**config.mk**
```make
export PLATFORM = sky130hd
export DESIGN_NAME = cdr_phase_ctrl
export DESIGN_NICKNAME = d
export VERILOG_FILES = /design/src/rtl/cdr_pc_pkg.sv /design/src/rtl/cdr_vote_merge.sv /design/src/rtl/cdr_settle_timer.sv /design/src/rtl/cdr_run_filter.sv /design/src/rtl/cdr_phase_ctrl.sv
export SDC_FILE = /design/constraint.sdc
export NUM_CORES = 1
export LEC_CHECK = 0
export BUFFER_PORTS_ARGS = -buffer_cell sky130_fd_sc_hd__buf_2
export CAP_MARGIN = 25
export CORE_AREA = 2 2 69 71
export CTS_BUF_LIST = sky130_fd_sc_hd__clkbuf_2
export DETAILED_ROUTE_END_ITERATION = 12
export DIE_AREA = 0 0 71 73
export PLACE_DENSITY_LB_ADDON = 0.3
export SLEW_MARGIN = 20
export SYNTH_ARGS = -nofsm -noshare
export SYNTH_HDL_FRONTEND = slang
export SYNTH_SLANG_ARGS = --single-unit
export TNS_END_PERCENT = 100
```
**constraint.sdc**
```tcl
create_clock -name clk -period 6.2 [get_ports clk]
set_input_delay 0.31 -clock clk [delete_from_list [all_inputs] [get_ports clk]]
set_output_delay 0.31 -clock clk [all_outputs]
set_load 0.1 [all_outputs]
```
**src/rtl/cdr_pc_pkg.sv**
```systemverilog
package cdr_pc_pkg;
  typedef enum logic [1:0] {
    DIR_NONE = 2'b00,
    DIR_UP   = 2'b01,
    DIR_DN   = 2'b10
  } dir_t;
endpackage

```
**src/rtl/cdr_vote_merge.sv**
```systemverilog
// Reduces per-lane early/late flags to a single net direction.
module cdr_vote_merge
  import cdr_pc_pkg::*;
#(
  parameter int LANES = 4
) (
  input  logic             valid,
  input  logic [LANES-1:0] early,
  input  logic [LANES-1:0] late,
  output dir_t             dir
);
  localparam int CW = $clog2(LANES + 1);

  logic [CW-1:0] n_early, n_late;

  always_comb begin
    n_early = '0;
    n_late  = '0;
    for (int i = 0; i < LANES; i++) begin
      n_early = n_early + CW'(early[i]);
      n_late  = n_late  + CW'(late[i]);
    end
    if (!valid || n_early == n_late) dir = DIR_NONE;
    else if (n_early > n_late)       dir = DIR_UP;
    else                             dir = DIR_DN;
  end
endmodule

```
**src/rtl/cdr_settle_timer.sv**
```systemverilog
// Counts down after each load; settled once the count reaches zero.
module cdr_settle_timer #(
  parameter int SETTLE = 2
) (
  input  logic clk,
  input  logic load,
  output logic settled
);
  localparam int CW = (SETTLE < 1) ? 1 : $clog2(SETTLE + 1);

  logic [CW-1:0] cnt;

  always_ff @(posedge clk) begin
    if (load)           cnt <= CW'(SETTLE);
    else if (cnt != '0) cnt <= cnt - 1'b1;
  end

  assign settled = (cnt == '0);
endmodule

```
**src/rtl/cdr_run_filter.sv**
```systemverilog
// Emits a single step pulse after RUN_LEN consecutive same-direction votes.
module cdr_run_filter
  import cdr_pc_pkg::*;
#(
  parameter int RUN_LEN = 4
) (
  input  logic clk,
  input  logic clear,
  input  logic en,
  input  dir_t dir,
  output logic step_up,
  output logic step_dn
);
  localparam int CW = $clog2(RUN_LEN + 1);

  logic [CW-1:0] cnt, cnt_nxt;
  dir_t          last;
  logic          fire;

  always_comb begin
    cnt_nxt = (dir == last) ? cnt + 1'b1 : CW'(1);
    fire    = en && (dir != DIR_NONE) && (cnt_nxt == CW'(RUN_LEN));
  end

  always_ff @(posedge clk) begin
    if (clear) begin
      cnt  <= '0;
      last <= DIR_NONE;
    end else if (en && dir != DIR_NONE) begin
      cnt  <= fire ? '0 : cnt_nxt;
      last <= dir;
    end
  end

  assign step_up = fire && (dir == DIR_UP);
  assign step_dn = fire && (dir == DIR_DN);
endmodule

```
**src/rtl/cdr_phase_ctrl.sv**
```systemverilog
// Binary-search acquisition followed by unit-step tracking of a PI code.
module cdr_phase_ctrl
  import cdr_pc_pkg::*;
#(
  parameter int LANES   = 4,
  parameter int CODE_W  = 5,
  parameter int SETTLE  = 2,
  parameter int RUN_LEN = 4
) (
  input  logic              clk,
  input  logic              rst_n,
  input  logic              burst_start,
  input  logic              vote_valid,
  output logic              vote_ready,
  input  logic [LANES-1:0]  lane_early,
  input  logic [LANES-1:0]  lane_late,
  output logic [CODE_W-1:0] pi_code,
  output logic              locked,
  output logic              tracking
);
  localparam int                CODE_N = 1 << CODE_W;
  localparam logic [CODE_W-1:0] MID    = CODE_W'(CODE_N / 2);
  localparam logic [CODE_W-1:0] FIRST  = CODE_W'(CODE_N / 4);

  dir_t              dir;
  logic              restart, settled, take, trk_up, trk_dn;
  logic [CODE_W-1:0] step;

  assign restart    = !rst_n || burst_start;
  assign take       = !tracking && settled && (dir != DIR_NONE);
  assign vote_ready = 1'b1;

  cdr_vote_merge #(.LANES(LANES)) u_merge (
    .valid (vote_valid),
    .early (lane_early),
    .late  (lane_late),
    .dir   (dir)
  );

  cdr_settle_timer #(.SETTLE(SETTLE)) u_settle (
    .clk     (clk),
    .load    (restart || take),
    .settled (settled)
  );

  cdr_run_filter #(.RUN_LEN(RUN_LEN)) u_run (
    .clk     (clk),
    .clear   (restart || !tracking),
    .en      (tracking),
    .dir     (dir),
    .step_up (trk_up),
    .step_dn (trk_dn)
  );

  always_ff @(posedge clk) begin
    if (restart) begin
      pi_code  <= MID;
      step     <= FIRST;
      tracking <= 1'b0;
      locked   <= 1'b0;
    end else if (!tracking) begin
      if (take) begin
        pi_code <= (dir == DIR_UP) ? pi_code + step : pi_code - step;
        step    <= step >> 1;
        if (step == CODE_W'(1)) begin
          tracking <= 1'b1;
          locked   <= 1'b1;
        end
      end
    end else begin
      if (trk_up)      pi_code <= pi_code + 1'b1;
      else if (trk_dn) pi_code <= pi_code - 1'b1;
    end
  end
endmodule

```
### After elaboration in Yosys (flattened, before gate mapping)

Cells that the tools add are included.

| word-level totals | value |
|---|---|
| memories kept | 0 |
| input bits | 12 |
| RAM bits | 0 |
| latch bits | 0 |
| output and inout bits | 8 |
| logic and storage cells | 60 |
| register bits | 18 |
| bits in read-only memories | 0 |

| operators by class | value |
|---|---|
| $add $sub $neg | 12 |
| muxes and demuxes | 12 |
| reductions and logical operators | 20 |
| magnitude comparators | 1 |
| shift-type cells | 0 |
| $mul | 0 |
| divide/modulo/power cells | 0 |
| equality and inequality tests | 7 |
| bitwise gates (word level) | 1 |

Operator list:

| cell | number |
|---|---|
| 5-bit 2-to-1 mux | 5 |
| 3-bit by 1-bit adder with 3-bit output | 4 |
| 1-bit logical AND | 6 |
| 3-bit 2-to-1 mux | 2 |
| 2-bit nonzero test | 3 |
| 5-bit by 1-bit adder with 5-bit output (second input constant) | 1 |
| 5-bit by 4-bit adder with 5-bit output | 1 |
| 5-bit by 1-bit subtractor with 5-bit output (second input constant) | 1 |
| 5-bit by 4-bit subtractor with 5-bit output | 1 |
| 1-bit by 1-bit adder with 2-bit output | 2 |
| 4-bit by 1-bit equality test with 1-bit output (second input constant) | 1 |
| 1-bit logical OR | 4 |
| 2-bit 2-to-1 mux | 2 |
| 2-bit AND reduction | 2 |
| 3-bit by 1-bit adder with 3-bit output (second input constant) | 1 |
| 3-bit equality test | 1 |
| 3-bit equality test (second input constant) | 1 |
| 3-bit greater-than comparator | 1 |
| 1-bit zero test | 3 |
| 1-bit 2-to-1 mux | 3 |
| 3-bit by 1-bit inequality test with 1-bit output (second input constant) | 1 |
| 3-bit AND reduction | 1 |
| 2-bit by 1-bit equality test with 1-bit output (second input constant) | 1 |
| 2-bit equality test | 1 |
| other kinds (4) | 4 |

### Depth between registers and ports, before layout

| depth | value |
|---|---|
| word-level depth | 14 |
| gate-level depth with buffers | 18 |
| mapped depth without buffers | 18 |

### Modules after synthesis

From an unflattened synthesis, not the netlist that was laid out.

| second synthesis, totals | value |
|---|---|
| cell total of the unflattened synthesis | 146 |
| area, all modules | 1260.0 sq um |

By module, submodules not included:

| module | area each (sq um) | times used | cells each | sequential area each (sq um) |
|---|---|---|---|---|
| cdr_phase_ctrl | 700.7 | 1 | 85 | 220.2 |
| cdr_run_filter | 277.8 | 1 | 31 | 100.1 |
| cdr_vote_merge | 176.4 | 1 | 19 | 0.0 |
| cdr_settle_timer | 105.1 | 1 | 11 | 40.0 |

### Worst setup path before layout

No wires, ideal clock.

| path | value |
|---|---|
| path type | input to register |
| start | input lane_early[0] |
| end | register pi_code[4] |
| cell stages on the path | 16 |
| required time | 6.079 ns |
| path buffers | 0 |
| arrival time | 3.756 ns |
| setup slack | 2.323 ns |
| cell sequence | ha_1 -> inv_1 -> fa_1 -> inv_1 -> ha_1 -> ha_1 -> nand3_1 -> o211ai_1 -> nor4_1 -> a21oi_1 -> fa_1 -> a21o_1 -> a21o_1 -> or3_1 -> o2111a_1 -> mux2i_1 |

| on the way | value |
|---|---|
| cells in the longest elaborated chain, start to end | 13 |

Ends and longest elaborated chain:

| element | line | text |
|---|---|---|
| start: declaration | cdr_phase_ctrl.sv:15 | `input logic [LANES-1:0] lane_early,` |
| 1-bit by 1-bit adder with 2-bit output * | cdr_vote_merge.sv:20 | `n_early = n_early + CW'(early[i]);` |
| 3-bit by 1-bit adder with 3-bit output * (2 in series) | cdr_vote_merge.sv:20 |  |
| 3-bit greater-than comparator or 3-bit equality test (tied branches) | cdr_vote_merge.sv:24, cdr_vote_merge.sv:23 |  |
| 2-bit 2-to-1 mux or 1-bit logical OR (tied branches) | cdr_vote_merge.sv:24, cdr_vote_merge.sv:23 |  |
| 2-bit 2-to-1 mux * | cdr_vote_merge.sv:23 | `if (!valid \|\| n_early == n_late) dir = DIR_NONE;` |
| 2-bit equality test | cdr_run_filter.sv:21 | `cnt_nxt = (dir == last) ? cnt + 1'b1 : CW'(1);` |
| 3-bit 2-to-1 mux | cdr_run_filter.sv:21 |  |
| 3-bit equality test | cdr_run_filter.sv:22 | `fire = en && (dir != DIR_NONE) && (cnt_nxt == CW'(RUN_LEN));` |
| 1-bit logical AND | cdr_run_filter.sv:22 |  |
| 1-bit logical AND (on tied branches) | cdr_run_filter.sv:35, cdr_run_filter.sv:36 |  |
| 3-bit by 1-bit inequality test with 1-bit output (no source line) or 5-bit 2-to-1 mux (tied branches) | -- |  |
| 2-bit AND reduction (no source line) or 5-bit 2-to-1 mux (tied branches) | -- |  |
| end signal: assignment | cdr_phase_ctrl.sv:63 | `pi_code <= (dir == DIR_UP) ? pi_code + step : pi_code - step;` |
| end signal: assignment | cdr_phase_ctrl.sv:71 | `if (trk_up) pi_code <= pi_code + 1'b1;` |
| end signal: assignment | cdr_phase_ctrl.sv:72 | `else if (trk_dn) pi_code <= pi_code - 1'b1;` |
| end: declaration | cdr_phase_ctrl.sv:17 | `output logic [CODE_W-1:0] pi_code,` |

Mark *: on every way between the ends. The rest lies on a longest branch, timed or not. The select of a mux whose other input is x is not followed.
A chain may end at the register's enable or synchronous reset.

### Worst setup path in the final report

Same ends and word-level chain as after synthesis.

==> results.sh <==
export IMPL_clkTransAtPathRegs_ps=190
export IMPL_die_h_um=73
export IMPL_critical_path_most_common_cell="ha_1"
export IMPL_fin_ws_ps=2252
export IMPL_cts_sinks=18
export IMPL_synthSimpleGateAreaFrac_pct=19.76
export IMPL_cts_root_buf="clkbuf_2"
export IMPL_hold_worst_slack_ps=220.3
export IMPL_port_buffers=18
export IMPL_synth_compound_area_share_pct=19.57
export IMPL_core_rowCount=25
export IMPL_critical_path_max_stage_delay_ps=480
export IMPL_dpl_hpwl_mm=2.050
export IMPL_grt_pass1_wl_mm=4.574
export IMPL_io_pins=20
export IMPL_grt_usage_pct=10.81
export IMPL_holdCritStartpoint="burst_start"
export IMPL_grt_pass1_vias=1052
export IMPL_worst_ir_drop_vdd_mv=0.07430
export IMPL_htree_levels=1
export IMPL_via_count=1101
export IMPL_syn_nets=185
export IMPL_drtIter0Drc=35
export IMPL_p_sw_mw=0.07768
export IMPL_finish_utilization_pct=31.61
export IMPL_intPower_mw=0.1566
export IMPL_leakagePower_nw=0.6575
export IMPL_finalHoldViolCount=0
export IMPL_synthMuxAreaShare_pct=1.672
export IMPL_synth_cell_types=38
export IMPL_r2r_start="u_run.cnt[0]$_SDFFE_PP0P_"
export IMPL_postSynthRegisterBits=18
export IMPL_wire_per_inst_um=11.17
export IMPL_start_kind="input pin"
export IMPL_cts_path_max_buffers=2
export IMPL_grt_overflow=0
export IMPL_crit_chain="buf_2 > ha_1 > inv_1 > fa_1 > inv_1 > ha_1 > ha_1 > nand3_1 > o211ai_1 > nor4_1 > a21oi_1 > fa_1 > a21o_1 > a21o_1 > or3_1 > o2111a_1 > mux2i_1"
export IMPL_nFillCells=487
export IMPL_synth_top_family_by_area="simple AND/OR/NAND/NOR gates"
export IMPL_pwr_share_clk_pct=22.2
export IMPL_clock_latency_ps=320
export IMPL_outcome="finished clean"
export IMPL_drive_gt1_share_pct=13.22
export IMPL_yosys_warnings=0
export IMPL_startpoint="lane_early[0]"
export IMPL_cts_tree="built"
export IMPL_p_seq_share_pct=50.8
export IMPL_postCtsResizedCells=0
export IMPL_drc=0
export IMPL_r2r_slack_ps=3240
export IMPL_cp_arrival_ps=4160
export IMPL_crit_required_ps=6410
export IMPL_hp_class="in -> reg"
export IMPL_fin_crit_sh_pct=63.67
export IMPL_cp_num_buf_inv=3
export IMPL_ys_seq_area_share_pct=28.32
export IMPL_syn_inst=155
export IMPL_stdcell_area_um2=1434
export IMPL_n_antenna_cell=0
export IMPL_gp_congestion=0.8046
export IMPL_antenna_found_initial=0
export IMPL_core_um2=4536
export IMPL_rsz0062_at_grt="false"
export IMPL_grt_max_degree=12
export IMPL_powerDensity_nw_per_um2=163.4
export IMPL_synth_edf_count=0
export IMPL_dieWidth_um=71
export IMPL_totalWireLength_mm=2.547
export IMPL_avgSynthCellArea_um2=8.209
export IMPL_crit_type="in -> reg"
export IMPL_nets=205
export IMPL_antenna_left=0
export IMPL_combPwrFrac_pct=27.0
export IMPL_placed_area_um2=1415
export IMPL_cp_slowest_cell="nor4_1"
export IMPL_tightest_slew_ps=510.7
export IMPL_drv_slew=0
export IMPL_tns_ps=0
export IMPL_postCtsSetupRepairBufs=0
export IMPL_first_pass_iters=4
export IMPL_fin_crit_ps=3948
export IMPL_synth_fa_ha_area_share_pct=19.47
export IMPL_relSlewSlack_pct=65.81
export IMPL_cp_max_fo=7
export IMPL_path_delay_family="adder cells"
export IMPL_fmax_mhz=253.3
export IMPL_syn_cell_area_um2=1272
export IMPL_finalSetupViolCount=0
export IMPL_pre_cts_ws_ps=1899
export IMPL_start_util_pct=28.06
export IMPL_swShare_pct=33.16
export IMPL_drv_cap=0
export IMPL_cp_end_kind="flop"
export IMPL_avgViaCountPerCell=4.829
export IMPL_die_area_um2=5183
export IMPL_fin_skew_ps=21.75
export IMPL_async_flop_share_pct=0
export IMPL_synthXorXnorAreaFrac_pct=4.130
export IMPL_cts_hold_fix_buffers=0
export IMPL_numCtsBuffers=3
export IMPL_synth_ff_type="dfxtp_1"
export IMPL_syn2layout_area_growth_pct=12.68
[worst reg2reg max path, cell delays in order, from the launching register on]
cell,delay [ps]
dfxtp_1,370
ha_1,310
nand2b_1,240
nor4_1,420
a21oi_1,140
fa_1,450
a21o_1,190
a21o_1,190
or3_1,310
o2111a_1,150
mux2i_1,110
[area by class of cell]
class                           count  area [um2]  share of cell area, %
Clock inverter                      1       3.754                 0.2618
Inverter                           19       71.32                  4.974
Tap cell                           54       67.56                  4.712
Clock buffer                        3       15.01                  1.047
Timing Repair Buffer               18       90.09                  6.283
Sequential cell                    18       360.3                  25.13
Multi-Input combinational cell    115       825.8                  57.59
[final timing paths]
kind	endpoint	depth (start not counted)
setup / recovery	pi_code[4]$_SDFFE_PP1P_	17
hold / removal	step[3]$_SDFFE_PP1P_	3
setup reg to reg	pi_code[4]$_SDFFE_PP1P_	10
hold reg to reg	locked$_SDFFE_PP0P_	2
[per-stage QoR]
step           power [mW]  std cells
2_1_floorplan      0.1705        155
3_3_place_gp       0.1850        224
3_5_place_dp       0.1854        224
4_1_cts            0.2396        228
5_1_grt            0.2529        228
6_report           0.2343        228
[logic make-up (layout without fill, tap and decap cells)]
logic type / after synthesis / after routing
adder cells (fa/ha/maj): 18 / 18
multiplexers: 2 / 2
buffers and inverters: 22 / 41
flip-flops: 18 / 18
AND/OR/NAND/NOR: 48 / 48
XOR/XNOR: 6 / 6
AO/OA/AOI/OAI: 40 / 40
other: 1 / 1
[registers in the layout, summed over array words and instances, names as in the netlist]
name and cells:
tracking 1, u_run.cnt 3, step 4, u_run.last 2, pi_code 5, locked 1, u_settle.cnt 2
[routing by layer]
metal	wire [um]	track usage (%)	up-vias	share of wire, %
li1	-	-	581	-
met1	1292	14.50	500	51
met2	1163	17.96	18	46
met3	76	1.381	2	3.0
met4	14	3.774	0	0.55
met5	0	0	-	0
[cells in the final DEF, fill, tap and decap left out, types with 3 or more instances in the layout]
master and count:
nor3_1 4, nor2b_1 3, dfxtp_1 18, fa_1 3
o21ai_0 4, a21oi_1 21, nand2_1 11, xnor2_1 3
nor2_1 7, inv_1 18, a21o_1 5, nand2b_1 3
ha_1 15, buf_2 18, nand3_1 9, clkbuf_2 3
xor2_1 3
[cell usage after synthesis, types with 2 or more instances]
master,n,area (um2)
inv_1,18,67.56
nor3_1,4,20.02
a21oi_1,21,105.1
clkbuf_1,2,7.510
a21o_1,5,37.54
o211ai_1,2,15.01
nor2_1,7,26.28
nor2b_1,3,18.77
xor2_1,3,26.28
a211oi_1,2,15.01
nand3_1,9,45.04
xnor2_1,3,26.28
fa_1,3,60.06
dfxtp_1,18,360.4
o21ai_0,4,20.02
nand3b_1,2,15.01
ha_1,15,187.7
and2_1,2,12.51
nand2_1,11,41.29
nand2b_1,3,18.77
[power groups by stage]
stage / clock network (mW) / registers (mW) / logic (mW)
after floorplan: 0 / 0.124 / 0.0468
after global placement: 0 / 0.121 / 0.0635
after detailed placement: 0 / 0.121 / 0.0640
after CTS: 0.0561 / 0.119 / 0.0644
after global routing: 0.0605 / 0.119 / 0.0730
final: 0.0520 / 0.119 / 0.0632
No activity file was read; power rests on OpenSTA's default activity.
